$ cat config.mk
export PLATFORM = sky130hd
export DESIGN_NAME = lpm_ctrl
export DESIGN_NICKNAME = d
export VERILOG_FILES = /design/src/rtl/lpm_pkg.sv /design/src/rtl/lpm_idle_cnt.sv /design/src/rtl/lpm_wake_arb.sv /design/src/rtl/lpm_ctrl.sv
export SDC_FILE = /design/constraint.sdc
export NUM_CORES = 1
export LEC_CHECK = 0
export BUFFER_PORTS_ARGS = -buffer_cell sky130_fd_sc_hd__buf_2
export CAP_MARGIN = 40
export CORE_MARGIN = 2
export CORE_UTILIZATION = 30
export CTS_BUF_LIST = sky130_fd_sc_hd__clkbuf_2 sky130_fd_sc_hd__clkbuf_4 sky130_fd_sc_hd__clkbuf_8
export DETAILED_ROUTE_END_ITERATION = 6
export PLACE_DENSITY = 0.49
export SLEW_MARGIN = 20
export SYNTH_ARGS = -nofsm -noshare
export SYNTH_HDL_FRONTEND = slang
export SYNTH_SLANG_ARGS = --single-unit
$ cat constraint.sdc
create_clock -name clk -period 4 [get_ports clk]
set_clock_uncertainty 0.2 [all_clocks]
set_input_delay 0.4 -clock clk [delete_from_list [all_inputs] [get_ports clk]]
set_output_delay 0.4 -clock clk [all_outputs]
set_load 0.01 [all_outputs]
$ cat src/rtl/lpm_pkg.sv
package lpm_pkg;

    typedef enum logic [2:0] {
        LP_ACTIVE = 3'd0,
        LP_SLEEP  = 3'd1,
        LP_DEEP   = 3'd2,
        LP_PDOWN  = 3'd3,
        LP_WAIT   = 3'd4
    } lp_mode_e;

    typedef enum logic [1:0] {
        WK_NONE = 2'd0,
        WK_HOST = 2'd1,
        WK_DEV  = 2'd2
    } lp_wake_e;

    typedef struct packed {
        lp_mode_e state;
        logic     deep_en;
        lp_wake_e wake;
    } lp_regs_t;

endpackage

$ cat src/rtl/lpm_idle_cnt.sv
module lpm_idle_cnt #(
    parameter int CNT_W = 8
) (
    input  logic             clk,
    input  logic             rst_n,
    input  logic             idle_ok,
    input  logic [CNT_W-1:0] limit,
    output logic             done
);

    logic [CNT_W-1:0] cnt_d, cnt_q;

    assign done = (cnt_q >= limit);

    always_comb begin
        cnt_d = cnt_q;
        if (!idle_ok) begin
            cnt_d = '0;
        end else if (!done) begin
            cnt_d = cnt_q + CNT_W'(1);
        end
    end

    always_ff @(posedge clk or negedge rst_n) begin
        if (!rst_n) cnt_q <= '0;
        else        cnt_q <= cnt_d;
    end

    // a broken idle run clears the count
    p_cnt_clear_r4: assert property (@(posedge clk) disable iff (!rst_n)
        !idle_ok |=> cnt_q == '0);

    // a nonzero count moves up by one at most
    p_cnt_step_r4: assert property (@(posedge clk) disable iff (!rst_n)
        (cnt_q != '0) |-> (cnt_q == $past(cnt_q) + CNT_W'(1)) || $stable(cnt_q));

endmodule

$ cat src/rtl/lpm_wake_arb.sv
module lpm_wake_arb
    import lpm_pkg::*;
(
    input  logic     host_req,
    input  logic     dev_req,
    input  logic     dev_allowed,
    output logic     fire,
    output lp_wake_e src
);

    always_comb begin
        fire = host_req | (dev_req & dev_allowed);
        if (host_req) src = WK_HOST;
        else          src = WK_DEV;
    end

endmodule

$ cat src/rtl/lpm_ctrl.sv
module lpm_ctrl
    import lpm_pkg::*;
#(
    parameter int CNT_W = 8
) (
    input  logic             clk,
    input  logic             rst_n,
    input  logic             link_active,
    input  logic             host_active,
    input  logic             tx_pending,
    input  logic             rx_pending,
    input  logic             deep_cfg_we,
    input  logic             deep_cfg_val,
    input  logic             host_pdown_req,
    input  logic             host_wake_req,
    input  logic             dev_wake_req,
    input  logic             sys_clk_stable,
    input  logic [CNT_W-1:0] idle_limit,
    output logic [2:0]       lp_mode,
    output logic             bb_clk_en,
    output logic             sys_clk_req,
    output logic [1:0]       wake_src
);

    lp_regs_t r_d, r_q;

    logic     idle_now;
    logic     idle_done;
    logic     wake_fire;
    lp_wake_e wake_pick;
    logic     deep_ok;

    assign idle_now = !link_active && !host_active;
    assign deep_ok  = r_q.deep_en && !tx_pending && !rx_pending;

    lpm_idle_cnt #(.CNT_W(CNT_W)) u_idle (
        .clk    (clk),
        .rst_n  (rst_n),
        .idle_ok(idle_now && (r_q.state == LP_ACTIVE)),
        .limit  (idle_limit),
        .done   (idle_done)
    );

    lpm_wake_arb u_arb (
        .host_req   (host_wake_req),
        .dev_req    (dev_wake_req),
        .dev_allowed(r_q.state != LP_PDOWN),
        .fire       (wake_fire),
        .src        (wake_pick)
    );

    always_comb begin
        r_d = r_q;
        if (deep_cfg_we) r_d.deep_en = deep_cfg_val;
        unique case (r_q.state)
            LP_ACTIVE: begin
                if (host_pdown_req) begin
                    r_d.state = LP_PDOWN;
                end else if (idle_now && idle_done) begin
                    r_d.state = deep_ok ? LP_DEEP : LP_SLEEP;
                end
            end
            LP_SLEEP: begin
                if (host_pdown_req) begin
                    r_d.state = LP_PDOWN;
                end else if (wake_fire) begin
                    r_d.state = LP_ACTIVE;
                    r_d.wake  = wake_pick;
                end
            end
            LP_DEEP: begin
                if (host_pdown_req) begin
                    r_d.state = LP_PDOWN;
                end else if (wake_fire) begin
                    r_d.state = LP_WAIT;
                    r_d.wake  = wake_pick;
                end
            end
            LP_PDOWN: begin
                if (wake_fire) begin
                    r_d.state = LP_WAIT;
                    r_d.wake  = wake_pick;
                end
            end
            LP_WAIT: begin
                if (sys_clk_stable) r_d.state = LP_ACTIVE;
            end
            default: r_d.state = LP_ACTIVE;
        endcase
    end

    always_ff @(posedge clk or negedge rst_n) begin
        if (!rst_n) begin
            r_q.state   <= LP_ACTIVE;
            r_q.deep_en <= 1'b0;
            r_q.wake    <= WK_NONE;
        end else begin
            r_q <= r_d;
        end
    end

    always_comb begin
        lp_mode     = r_q.state;
        wake_src    = r_q.wake;
        bb_clk_en   = (r_q.state == LP_ACTIVE) || (r_q.state == LP_SLEEP);
        sys_clk_req = (r_q.state != LP_DEEP) && (r_q.state != LP_PDOWN);
    end

    // deep sleep is entered only while enabled
    p_deep_enabled_r2: assert property (@(posedge clk) disable iff (!rst_n)
        (r_q.state == LP_DEEP && $past(r_q.state) != LP_DEEP) |-> $past(r_q.deep_en));

    // power-down is entered only on the host command
    p_pdown_entry_r3: assert property (@(posedge clk) disable iff (!rst_n)
        (r_q.state == LP_PDOWN && $past(r_q.state) != LP_PDOWN) |-> $past(host_pdown_req));

    // power-down is left only on a host wake
    p_pdown_exit_r3: assert property (@(posedge clk) disable iff (!rst_n)
        ($past(r_q.state) == LP_PDOWN && r_q.state != LP_PDOWN) |-> $past(host_wake_req));

    // no deep sleep while transport data is pending
    p_deep_no_pend_r5: assert property (@(posedge clk) disable iff (!rst_n)
        (r_q.state == LP_DEEP && $past(r_q.state) == LP_ACTIVE)
        |-> (!$past(tx_pending) && !$past(rx_pending)));

    // light sleep returns straight to active on a wake
    p_sleep_exit_r8: assert property (@(posedge clk) disable iff (!rst_n)
        (r_q.state == LP_SLEEP && !host_pdown_req && (host_wake_req || dev_wake_req))
        |=> r_q.state == LP_ACTIVE);

    // the wait-for-clock state holds until the clock is stable
    p_wait_hold_r9: assert property (@(posedge clk) disable iff (!rst_n)
        (r_q.state == LP_WAIT && !sys_clk_stable) |=> r_q.state == LP_WAIT);

    // a host wake is reported as the host source
    p_host_first_r10: assert property (@(posedge clk) disable iff (!rst_n)
        ((r_q.state == LP_SLEEP || r_q.state == LP_DEEP || r_q.state == LP_PDOWN)
         && !host_pdown_req && host_wake_req) |=> r_q.wake == WK_HOST);

endmodule

==> flow_metrics.tcl <==
set metrics [dict create \
    syn-cell-area_mm2 0.00103 \
    r2r_start "u_idle.cnt_q[6]$_DFFE_PN0P_" \
    hold_path_class "input port to register" \
    vias 874 \
    cts.sinks 14 \
    routed_wl_um 2110 \
    synth_edf_count 0 \
    crit_type "register to register" \
    die_y_um 62.5 \
    ys.flop_type "dfrtp_1" \
    firstDrtPassIters 4 \
    max_freq_ghz 0.429 \
    grt_use_total 0.118 \
    viasPerCell 4.80 \
    yosysSeqAreaShare 0.341 \
    hold_violations 0 \
    grt_pass1_vias 917 \
    io_buffers 26 \
    h-tree-depth 1 \
    synth-simple-area-share 0.178 \
    start_util 0.310 \
    p_leak_uw 0.000592 \
    first_iter_violations 21 \
    whs_ns 0.154 \
    dpl_cell_area_mm2 0.00116 \
    clkTransAtPathRegs_ns 0.08 \
    vdd_drop_max_mv 0.216 \
    final_cell_mix "26 x buf_2, 14 x dfrtp_1, 13 x nor2_1" \
    place_hpwl_um 1700 \
    die_area_mm2 0.00391 \
    synth_compound_area_frac 0.213 \
    antenna_found_initial 0 \
    synthCells 114 \
    wl_per_cell_um 11.6 \
    cap_violations 0 \
    crit_start "u_idle.cnt_q[6]$_DFFE_PN0P_" \
    min_period_ns 2.33 \
    synth.distinct_cells 34 \
    worstPathArrival_ns 2.30 \
    p_per_area_mw_per_mm2 394 \
    synthMuxAreaShare 0.0207 \
    synth_seq_cells 14 \
    grt-ovfl-total 0 \
    cts-root-buf "clkbuf_4" \
    setup_viol 0 \
    hold_start "deep_cfg_val" \
    required_ns 3.97 \
    numCtsBuffers 3 \
    io_pins 27 \
    synth_adder_area_share 0.110 \
    synth_top_family_by_area "compound AO/OA/AOI/OAI gates" \
    fp-row-count 21 \
    ys_warn_count 0 \
    stdcell_area_mm2 0.00119 \
    rsz0062_at_grt "no" \
    cts_resized 0 \
    final_common_cell "buf_2" \
    async_flop_share 1.00 \
    fin_util 0.361 \
    timing.setup.tns_ns 0 \
    num_antenna_cells 0 \
    syn-num-nets 143 \
    synth_xor_area_frac 0.0426 \
    cp-start-kind "register" \
    worstMarginPinSlew_ns 0.371 \
    drc 0 \
    timing.final.crit_share 0.583 \
    relSlewSlack 0.753 \
    status "finished, final reports clean" \
    hold_buffers 1 \
    grt_max_degree 15 \
    finalNetCount 167 \
    clockBufferDepth 2 \
    cts_setup_buffers 0 \
    drive_gt1_frac 0.250 \
    n_fill_cell 384 \
    gp_congestion 0.730 \
    insertion_delay_ns 0.27 \
    core_area_mm2 0.00331 \
    cp_max_fo 6 \
    die_w_um 62.5 \
    avgSynthCellArea_um2 9.01 \
    endpoint_kind "register" \
    ant_nets 0 \
    grt_pass1_wl_um 3840 \
    slew_viol_final 0 \
    areaGrowthSynthToFinish_pct 16.3 \
    cts_tree "built" \
]
[routing by layer]
layer,share of wire,GRT usage
met1,0.46,0.141
met2,0.49,0.210
met3,0.046,0.0162
met4,0.0066,0.0500
met5,0,0
[kinds of logic after synthesis]
logic type | after synthesis
XOR/XNOR | 5
AO/OA/AOI/OAI | 27
flip-flops | 14
adder cells (fa/ha/maj) | 9
buffers and inverters | 20
AND/OR/NAND/NOR | 37
multiplexers | 2
[metrics by stage]
stage                     setup slack (ns)  power (µW)  std cells
after detailed placement              1.56         400        178
after CTS                             1.66         481        182
after global placement                1.64         394        178
after global routing                  1.50         512        182
final                                 1.67         471        182
after floorplan                       1.77         360        114
[registers in the layout (all words and copies together) (netlist names)]
register and cells:
wake_src 2, r_q 1, u_idle.cnt_q 8, lp_mode 3
[cells in the mapped netlist, drive strengths merged (3+ instances only)]
library cell,number,share of area
a211oi,5,0.037
buf,8,0.051
inv,12,0.044
ha,9,0.11
a21oi,7,0.034
dfrtp,14,0.34
nand2,8,0.029
o21ai,3,0.018
nor2,13,0.048
xnor2,5,0.043
[critical path, stage by stage (launching register included)]
cell and delay, ns:
dfrtp_1 0.42, ha_1 0.30, a21o_1 0.16, a221o_2 0.46, a2111oi_4 0.37, a21oi_1 0.13
a31o_1 0.20
[where the power goes]
group	leakage, µW	internal, µW	switching, µW
Sequential	0.000185	170	43.4
Clock	0.0000138	34.8	42.1
Combinational	0.000393	84.0	97.4
Total	0.000592	288	183
[layout make-up]
class	instances	area (µm²)	share of cell area
inverters	12	45.0	0.0377
well taps	46	57.6	0.0482
flip-flops and latches	14	350	0.293
repair buffers	27	140	0.117
multi-input cells	80	579	0.485
clock buffers	3	22.5	0.0188
[path summary, 6_finish.rpt]
| check | to | slack, ns | cells past startpoint |
|---|---|---|---|
| worst max-delay path | u_idle.cnt_q[7]$_DFFE_PN0P_ | 1.67 | 6 |
| worst min-delay path | r_q[2]$_DFFE_PN0P_ | 0.15 | 2 |
| worst max register to register | u_idle.cnt_q[7]$_DFFE_PN0P_ | 1.67 | 6 |
| worst min register to register | wake_src[0]$_DFFE_PN0P_ | 0.29 | 2 |
| max in group asynchronous | u_idle.cnt_q[3]$_DFFE_PN0P_ | 3.00 | 2 |
| min in group asynchronous | lp_mode[2]$_DFFE_PN0P_ | 0.35 | 2 |
Note: power is estimated with default switching activity, not from simulation.
